## config.mk

```make
export PLATFORM = sky130hd
export DESIGN_NAME = dac_update_ctrl
export DESIGN_NICKNAME = d
export VERILOG_FILES = /design/src/rtl/dac_pkg.sv /design/src/rtl/dac_trig_detect.sv /design/src/rtl/dac_chan_reg.sv /design/src/rtl/dac_update_ctrl.sv
export SDC_FILE = /design/constraint.sdc
export NUM_CORES = 1
export LEC_CHECK = 0
export BUFFER_PORTS_ARGS = -buffer_cell sky130_fd_sc_hd__buf_2
export CORE_ASPECT_RATIO = 0.5
export CORE_MARGIN = 5
export CORE_UTILIZATION = 60
export CTS_BUF_LIST = sky130_fd_sc_hd__clkbuf_4 sky130_fd_sc_hd__clkbuf_8
export CTS_CLUSTER_DIAMETER = 40
export DETAILED_ROUTE_END_ITERATION = 6
export HOLD_SLACK_MARGIN = 0.06
export PLACE_DENSITY = 0.92
export SYNTH_ARGS = -nofsm -noshare
export SYNTH_HDL_FRONTEND = slang
export SYNTH_HIERARCHICAL = 1
export SYNTH_SLANG_ARGS = --single-unit
```

## constraint.sdc

```tcl
create_clock -name clk -period 3.3 [get_ports clk]
set_input_delay 0.33 -clock clk [delete_from_list [all_inputs] [get_ports clk]]
set_output_delay 0.33 -clock clk [all_outputs]
set_load 0.02 [all_outputs]
```

## src/rtl/dac_pkg.sv

```systemverilog
package dac_pkg;
    typedef enum logic {
        MODE_IMM = 1'b0,
        MODE_DLY = 1'b1
    } mode_e;

    typedef enum logic {
        TRG_ARMED = 1'b0,
        TRG_HELD  = 1'b1
    } trg_e;
endpackage

```

## src/rtl/dac_trig_detect.sv

```systemverilog
module dac_trig_detect
    import dac_pkg::*;
#(
    parameter int SYNC_STAGES = 2
) (
    input  logic clk,
    input  logic rst_n,
    input  logic timer_n,
    input  logic ext_n,
    output logic fire
);
    localparam int MSB = SYNC_STAGES - 1;

    logic [SYNC_STAGES-1:0] sync_t;
    logic [SYNC_STAGES-1:0] sync_e;
    logic                   level_low;
    trg_e                   trg_q;
    trg_e                   trg_d;

    always_ff @(posedge clk) begin
        if (!rst_n) begin
            sync_t <= '1;
            sync_e <= '1;
        end else begin
            sync_t <= {sync_t[SYNC_STAGES-2:0], timer_n};
            sync_e <= {sync_e[SYNC_STAGES-2:0], ext_n};
        end
    end

    assign level_low = !(sync_t[MSB] && sync_e[MSB]);

    always_ff @(posedge clk) begin
        if (!rst_n) trg_q <= TRG_ARMED;
        else        trg_q <= trg_d;
    end

    always_comb begin
        trg_d = trg_q;
        fire  = 1'b0;
        unique case (trg_q)
            TRG_ARMED: begin
                if (level_low) begin
                    trg_d = TRG_HELD;
                    fire  = 1'b1;
                end
            end
            TRG_HELD: begin
                if (!level_low) trg_d = TRG_ARMED;
            end
        endcase
    end


    single_fire_chk: assert property (@(posedge clk) disable iff (!rst_n)
        fire |=> !fire);
endmodule

```

## src/rtl/dac_chan_reg.sv

```systemverilog
module dac_chan_reg #(
    parameter int CODE_W = 12
) (
    input  logic              clk,
    input  logic              rst_n,
    input  logic              wr,
    input  logic [CODE_W-1:0] wr_data,
    input  logic              imm,
    input  logic              fire,
    output logic [CODE_W-1:0] code,
    output logic              pend
);
    logic [CODE_W-1:0] hold_q;

    always_ff @(posedge clk) begin
        if (!rst_n) begin
            hold_q <= '0;
            code   <= '0;
            pend   <= 1'b0;
        end else if (wr && imm) begin
            hold_q <= wr_data;
            code   <= wr_data;
            pend   <= 1'b0;
        end else if (wr) begin
            hold_q <= wr_data;
            pend   <= 1'b1;
            if (fire) code <= hold_q;
        end else if ((fire && !imm) || (imm && pend)) begin
            code <= hold_q;
            pend <= 1'b0;
        end
    end


    imm_write_chk: assert property (@(posedge clk) disable iff (!rst_n)
        (wr && imm) |=> (code == $past(wr_data)));

    pend_set_chk: assert property (@(posedge clk) disable iff (!rst_n)
        (wr && !imm) |=> pend);

    hold_out_chk: assert property (@(posedge clk) disable iff (!rst_n)
        (!imm && !fire) |=> $stable(code));

    coincide_chk: assert property (@(posedge clk) disable iff (!rst_n)
        (wr && !imm && fire) |=> (code == $past(hold_q)));

    flush_chk: assert property (@(posedge clk) disable iff (!rst_n)
        (imm && pend) |=> !pend);
endmodule

```

## src/rtl/dac_update_ctrl.sv

```systemverilog
module dac_update_ctrl
    import dac_pkg::*;
#(
    parameter int NUM_CH      = 2,
    parameter int CODE_W      = 12,
    parameter int SYNC_STAGES = 2,
    localparam int SEL_W      = (NUM_CH > 1) ? $clog2(NUM_CH) : 1
) (
    input  logic                         clk,
    input  logic                         rst_n,
    input  logic                         wr_en,
    input  logic [SEL_W-1:0]             wr_chan,
    input  logic [CODE_W-1:0]            wr_data,
    input  logic                         mode_wr,
    input  logic                         mode_in,
    input  logic                         timer_n,
    input  logic                         ext_update_n,
    output logic [NUM_CH-1:0][CODE_W-1:0] code_out,
    output logic [NUM_CH-1:0]            pending,
    output logic                         mode_delayed
);
    mode_e mode_q;
    mode_e mode_d;
    logic  imm;
    logic  fire;

    always_ff @(posedge clk) begin
        if (!rst_n) mode_q <= MODE_IMM;
        else        mode_q <= mode_d;
    end

    always_comb begin
        mode_d = mode_q;
        unique case (mode_q)
            MODE_IMM: if (mode_wr && mode_in)  mode_d = MODE_DLY;
            MODE_DLY: if (mode_wr && !mode_in) mode_d = MODE_IMM;
        endcase
    end

    always_comb begin
        imm          = (mode_q == MODE_IMM);
        mode_delayed = (mode_q == MODE_DLY);
    end

    dac_trig_detect #(.SYNC_STAGES(SYNC_STAGES)) u_trig (
        .clk     (clk),
        .rst_n   (rst_n),
        .timer_n (timer_n),
        .ext_n   (ext_update_n),
        .fire    (fire)
    );

    for (genvar i = 0; i < NUM_CH; i++) begin : g_ch
        logic wr_hit;
        assign wr_hit = wr_en && (wr_chan == SEL_W'(i));

        dac_chan_reg #(.CODE_W(CODE_W)) u_chan (
            .clk     (clk),
            .rst_n   (rst_n),
            .wr      (wr_hit),
            .wr_data (wr_data),
            .imm     (imm),
            .fire    (fire),
            .code    (code_out[i]),
            .pend    (pending[i])
        );
    end


    imm_quiet_chk: assert property (@(posedge clk) disable iff (!rst_n)
        (imm && !wr_en && (pending == '0)) |=> $stable(code_out));
endmodule

```

==> results of run 1 <==
==> per-stage QoR <==
step                instance area, µm²  utilization
floorplan                         2420            -
global placement                  2640        0.677
detailed placement                2640        0.677
CTS                               2720        0.698
global route                      2720        0.698
finish                            2720        0.698
==> sequential cells by signal, summed over array words and instances (netlist names), named ones only <==
| register | cells |
|---|---|
| g_ch.u_chan/pend | 2 |
| u_trig/sync_e | 2 |
| g_ch.u_chan/code | 24 |
| g_ch.u_chan/hold_q | 24 |
| u_trig/trg_q | 1 |
| u_trig/sync_t | 2 |
==> worst max-delay path, delay by kind of cell (launching register included) <==
kind                   cells  cell delay (ns)
AO/OA/AOI/OAI              1             0.33
flip-flops                 1             0.37
AND/OR/NAND/NOR            2             1.09
buffers and inverters      2             0.47
==> logic make-up (layout without fill, tap and decap cells) <==
logic type	count (synthesis)	count (layout)	synth area share
simple gates	65	65	0.170
mux	25	25	0.103
buf+inv	21	58	0.0439
compound gates	52	52	0.220
flops	56	56	0.463
==> final timing paths <==
check	from	end	slack (ns)	depth (start not counted)
worst max-delay path	register	g_ch[1].u_chan/code[11]	0.93	5
worst min register to register	u_trig/sync_e[0]	u_trig/sync_e[1]	0.42	1
worst max register to register	register	g_ch[1].u_chan/code[11]	0.93	5
worst min-delay path	timer_n	u_trig/sync_t[0]	0.19	2
==> cell usage in the layout, fill, tap and decap left out, types with 3 or more instances in the layout <==
cell / n
o211a_1: 24
mux2i_1: 25
clkbuf_8: 5
dfxtp_1: 56
and3_1: 24
nand2b_1: 4
buf_2: 46
a21oi_1: 3
a2111o_1: 24
nor2b_1: 25
inv_1: 3
nor2_1: 4
==> report_power, final <==
group	switching [mW]	total (mW)	leakage (nW)	internal, mW
logic	0.148	0.252	0.934	0.103
registers	0.0243	0.747	0.460	0.722
clock network	0.219	0.364	0.0400	0.144
total	0.392	1.36	1.43	0.970
==> area by class of cell <==
class                   count  area, µm²  area share
flip-flops and latches     56       1120       0.412
well taps                  54       67.6      0.0248
clock inverters             2       12.5     0.00459
multi-input cells         142       1200       0.440
repair buffers             48        245      0.0900
clock buffers               5       68.8      0.0253
inverters                   3       11.3     0.00413
==> routing by layer <==
metal	up-vias	wire (µm)	track usage
met1	938	2480	0.283
met2	52	2710	0.351
li1	897	-	-
met5	-	0	0
met4	0	46	0.0975
met3	8	341	0.0488
==> flow_metrics.tcl, run 1 <==
set metrics [dict create \
    status "finished clean" \
    drive_above_1_share 0.234 \
    cellPowerDensity_nw_per_um2 500 \
    grt_max_degree 57 \
    synth_largest_area_cell "dfxtp_1" \
    slowest_delay_ns 0.69 \
    stdcell_count 310 \
    grtUsageTotal 0.216 \
    vias 1895 \
    crit_fanout 18 \
    final.fill_count 290 \
    cts_tree "yes" \
    setup_tns_ns 0 \
    core_area_um2 3900 \
    whs_ns 0.190 \
    cts_sinks 56 \
    postCtsSetupRepairBufs 0 \
    synthTopCellsByArea "dfxtp_1 (46%), a2111o_1 (11%), mux2i_1 (10%), o211a_1 (9.9%), nor2b_1 (6.7%)" \
    ios 47 \
    ant_nets 0 \
    drt-total-wl_um 5570 \
    finalCritPeriodShare 0.719 \
    leakagePower_nw 1.43 \
    fp.dieW_um 99.9 \
    hold_path.class "input port to register" \
    rows 16 \
    crit_path_frequent_cell "nor2_1" \
    io_buffers 46 \
    worst_slack_ns 0.927 \
    syn_nets 239 \
    n_antenna_cell 0 \
    critPathArrivalTime_ns 2.58 \
    crit_required_ns 3.51 \
    setup_viol 0 \
    fin_worst_skew_ns 0.00859 \
    layout.nets 276 \
    total_power_mw 1.36 \
    drt_pre_antenna_iters 4 \
    yosysSeqAreaShare 0.463 \
    yosysMostFrequentCell "dfxtp_1" \
    placed_cells 303 \
    grt_pass1_wl_um 9130 \
    hold_viol 0 \
    synthArstFlopShare 0 \
    die_h_um 54.9 \
    gp_congestion 0.743 \
    synth-seq-cells 56 \
    hold_buffers 0 \
    grt_overflow_total 0 \
    syn_inst 219 \
    synth_edf_count 0 \
    cts_buffers 5 \
    post-synth-top-area-fraction 0.463 \
    ir_worst_vdd_v 0.000252 \
    rsz0062_at_grt "no" \
    syn_area_per_cell_um2 11.1 \
    cap_violations 0 \
    endpoint_kind "register" \
    via_per_inst 6.11 \
    drc_errors 0 \
    worst_skew_pair.late_latency_ns 0.31 \
    die-area_um2 5490 \
    synthTopCellsByCount "dfxtp_1 (56), nor2b_1 (26), mux2i_1 (25)" \
    dp_hpwl_um 3800 \
    clk_pin_slew_ns 0.10 \
    worstPathCellList "inv_1, buf_4, nor2_1, nor2_1, o211a_1" \
    cts.htree.levels 2 \
    place_worst_setup_slack_ns 0.769 \
    synth_warnings 6 \
    drtIter0Drc 65 \
    maxSlewHeadroom 0.289 \
    grt_pass1_vias 1866 \
    grt_antenna_before_repair 0 \
    synthFlopType "dfxtp_1" \
    crit_type "register to register" \
    yosys.cell_types.count 19 \
    cts-root-buf "clkbuf_8" \
    initial_utilization 0.621 \
    worst_pin_slew_ns 1.07 \
    fmax_mhz 421 \
    cts_max_path_buffers 2 \
    netlist_area_um2 2420 \
    syn_to_final_growth_pct 12.4 \
    worst_setup_path_start_kind "register" \
    crit_slowest_cell "nor2_1" \
    slew_viol_final 0 \
    wire_per_inst_um 18.0 \
    cts-resized-gates 0 \
    min_period_ns 2.37 \
]
(Power assumes the default switching activity.)
==> inputs of run 2 (changes only) <==
--- a/config.mk
+++ b/config.mk
@@ -8,12 +8,12 @@
 export BUFFER_PORTS_ARGS = -buffer_cell sky130_fd_sc_hd__buf_2
 export CORE_ASPECT_RATIO = 0.5
 export CORE_MARGIN = 5
-export CORE_UTILIZATION = 60
+export CORE_UTILIZATION = 57
 export CTS_BUF_LIST = sky130_fd_sc_hd__clkbuf_4 sky130_fd_sc_hd__clkbuf_8
 export CTS_CLUSTER_DIAMETER = 40
 export DETAILED_ROUTE_END_ITERATION = 6
 export HOLD_SLACK_MARGIN = 0.06
-export PLACE_DENSITY = 0.92
+export PLACE_DENSITY = 0.88
 export SYNTH_ARGS = -nofsm -noshare
 export SYNTH_HDL_FRONTEND = slang
 export SYNTH_HIERARCHICAL = 1
==> constraint.sdc (replaced) <==
create_clock -name clk -period 2.4 [get_ports clk]
set_input_delay 0.24 -clock clk [delete_from_list [all_inputs] [get_ports clk]]
set_output_delay 0.24 -clock clk [all_outputs]
set_load 0.02 [all_outputs]
==> run 2 against run 1 <==
Compared with the run above:
- sequential cell count unchanged
- combinational power increased by 41%
- critical path type unchanged
- utilization decreased by 0.34 points
- clock power rose by 44%
- clock-buffer cell count rose by 1
- clock skew is 0.00057 ns lower
- highest routed layer unchanged
- wire length shrank 2.7%
- register-to-register slack lost 0.67 ns
==> flow_metrics.tcl, run 2 (same netlist as run 1, synthesis figures left out) <==
set metrics [dict create \
    status "finished clean" \
    regArea_um2 1120 \
    cts_buffers 5 \
    drive_above_1_share 0.255 \
    finalCritPeriodShare 0.894 \
    crit_slowest_cell "nor2_1" \
    n_antenna_cell 0 \
    worst_setup_path_start_kind "register" \
    drtIter0Drc 91 \
    fp.dieW_um 102 \
    multi_input_area_um2 1200 \
    drt_pre_antenna_iters 4 \
    wire_per_inst_um 17.1 \
    grt_max_degree 57 \
    die-area_um2 5730 \
    crit_fanout 21 \
    clk_pin_slew_ns 0.10 \
    grt_antenna_before_repair 0 \
    final.fill_count 288 \
    layout.nets 282 \
    ios 47 \
    worstPathCellList "inv_1, nor2_1, nor2_1, buf_4, o211a_1" \
    crit_required_ns 2.60 \
    dp_hpwl_um 3670 \
    grt_overflow_total 0 \
    final_cell_mix "dfxtp_1 (56), buf_2 (46), mux2i_1 (25), nor2b_1 (25)" \
    cts_max_path_buffers 2 \
    fin_worst_skew_ns 0.00802 \
    slowest_delay_ns 0.80 \
    grt_pass1_vias 1696 \
    cts.htree.levels 2 \
    top_regs "g_ch.u_chan/code: 24 flops, g_ch.u_chan/hold_q: 24 flops" \
    rsz0062_at_grt "no" \
    hold_path.class "input port to register" \
    initial_utilization 0.605 \
    grtUsageTotal 0.194 \
    maxSlewHeadroom 0.382 \
    via_per_inst 5.78 \
    drt-total-wl_um 5420 \
    io_buffers 46 \
    cts-root-buf "clkbuf_8" \
    hold_viol 0 \
    worst_pin_slew_ns 0.923 \
    ir_worst_vdd_v 0.000283 \
    syn_to_final_growth_pct 14.8 \
    setup_viol 0 \
    cts_tree "yes" \
    setup_tns_ns 0 \
    endpoint_kind "register" \
    cts_sinks 56 \
    cts-resized-gates 0 \
    grt_pass1_wl_um 8760 \
    cellPowerDensity_nw_per_um2 686 \
    vias 1833 \
    gp_congestion 0.818 \
    hold_buffers 0 \
    min_period_ns 2.15 \
    die_h_um 56.1 \
    total_power_mw 1.91 \
    ant_nets 0 \
    slew_viol_final 0 \
    fmax_mhz 466 \
    leakagePower_nw 1.47 \
    rows 16 \
    core_area_um2 4000 \
    cap_violations 0 \
    critPathArrivalTime_ns 2.35 \
    worst_skew_pair.late_latency_ns 0.31 \
    crit_path_frequent_cell "nor2_1" \
    drc_errors 0 \
    final_common_cell "dfxtp_1" \
    crit_type "register to register" \
    postCtsSetupRepairBufs 0 \
]
run 2: cell count changes in the layout (fill, tap and decap cells not counted):
cell        previous run  this run
clkbuf_8               5         6
buf_4                  2         8
clkinv_2               1         2
clkinvlp_4             1         0
run 2: worst paths after layout:
check | from | end | slack (ns) | cells after the start
worst max-delay path | register | g_ch[0].u_chan/code[8] | 0.25 | 5
worst min-delay path | ext_update_n | u_trig/sync_e[0] | 0.10 | 2
worst max register to register | register | g_ch[0].u_chan/code[8] | 0.25 | 5
worst min register to register | u_trig/sync_t[0] | u_trig/sync_t[1] | 0.42 | 1
run 2: power breakdown:
group          switching [mW]  total (mW)  internal, mW  leakage, nW
Sequential             0.0338        1.03         0.993        0.460
Clock                   0.294       0.525         0.231       0.0510
Combinational           0.205       0.356         0.152        0.963
run 2: final cells by class:
class | instances | share of cell area
multi-input cells | 142 | 0.431
flip-flops and latches | 56 | 0.403
repair buffers | 54 | 0.104
clock buffers | 6 | 0.0297
well taps | 54 | 0.0243
inverters | 3 | 0.00405
clock inverters | 2 | 0.00360
run 2: metal layers:
metal / up-vias / GRT usage / share of wire / routed length (µm)
met5: - / 0 / 0 / 0
met4: 0 / 0.0523 / 0.0063 / 34
met3: 6 / 0.0538 / 0.076 / 413
met2: 59 / 0.266 / 0.43 / 2310
met1: 857 / 0.294 / 0.49 / 2670
li1: 911 / - / - / -
run 2: critical path, delay by kind of cell, from the launching register on:
family	cells	cell delay (ns)
buffers and inverters	2	0.48
AND/OR/NAND/NOR	2	0.99
AO/OA/AOI/OAI	1	0.21
flip-flops	1	0.36
run 2: per-stage QoR:
stage	hold WS, ns	utilization	cell area (µm²)	worst slack (ns)	cells
CTS	0.101	0.694	2780	0.331	317
global route	0.103	0.694	2780	0.0642	317
global placement	0.388	0.671	2690	0.477	309
floorplan	0.313	-	2420	0.799	219
detailed placement	0.399	0.671	2690	0.416	309
finish	0.102	0.694	2780	0.253	317
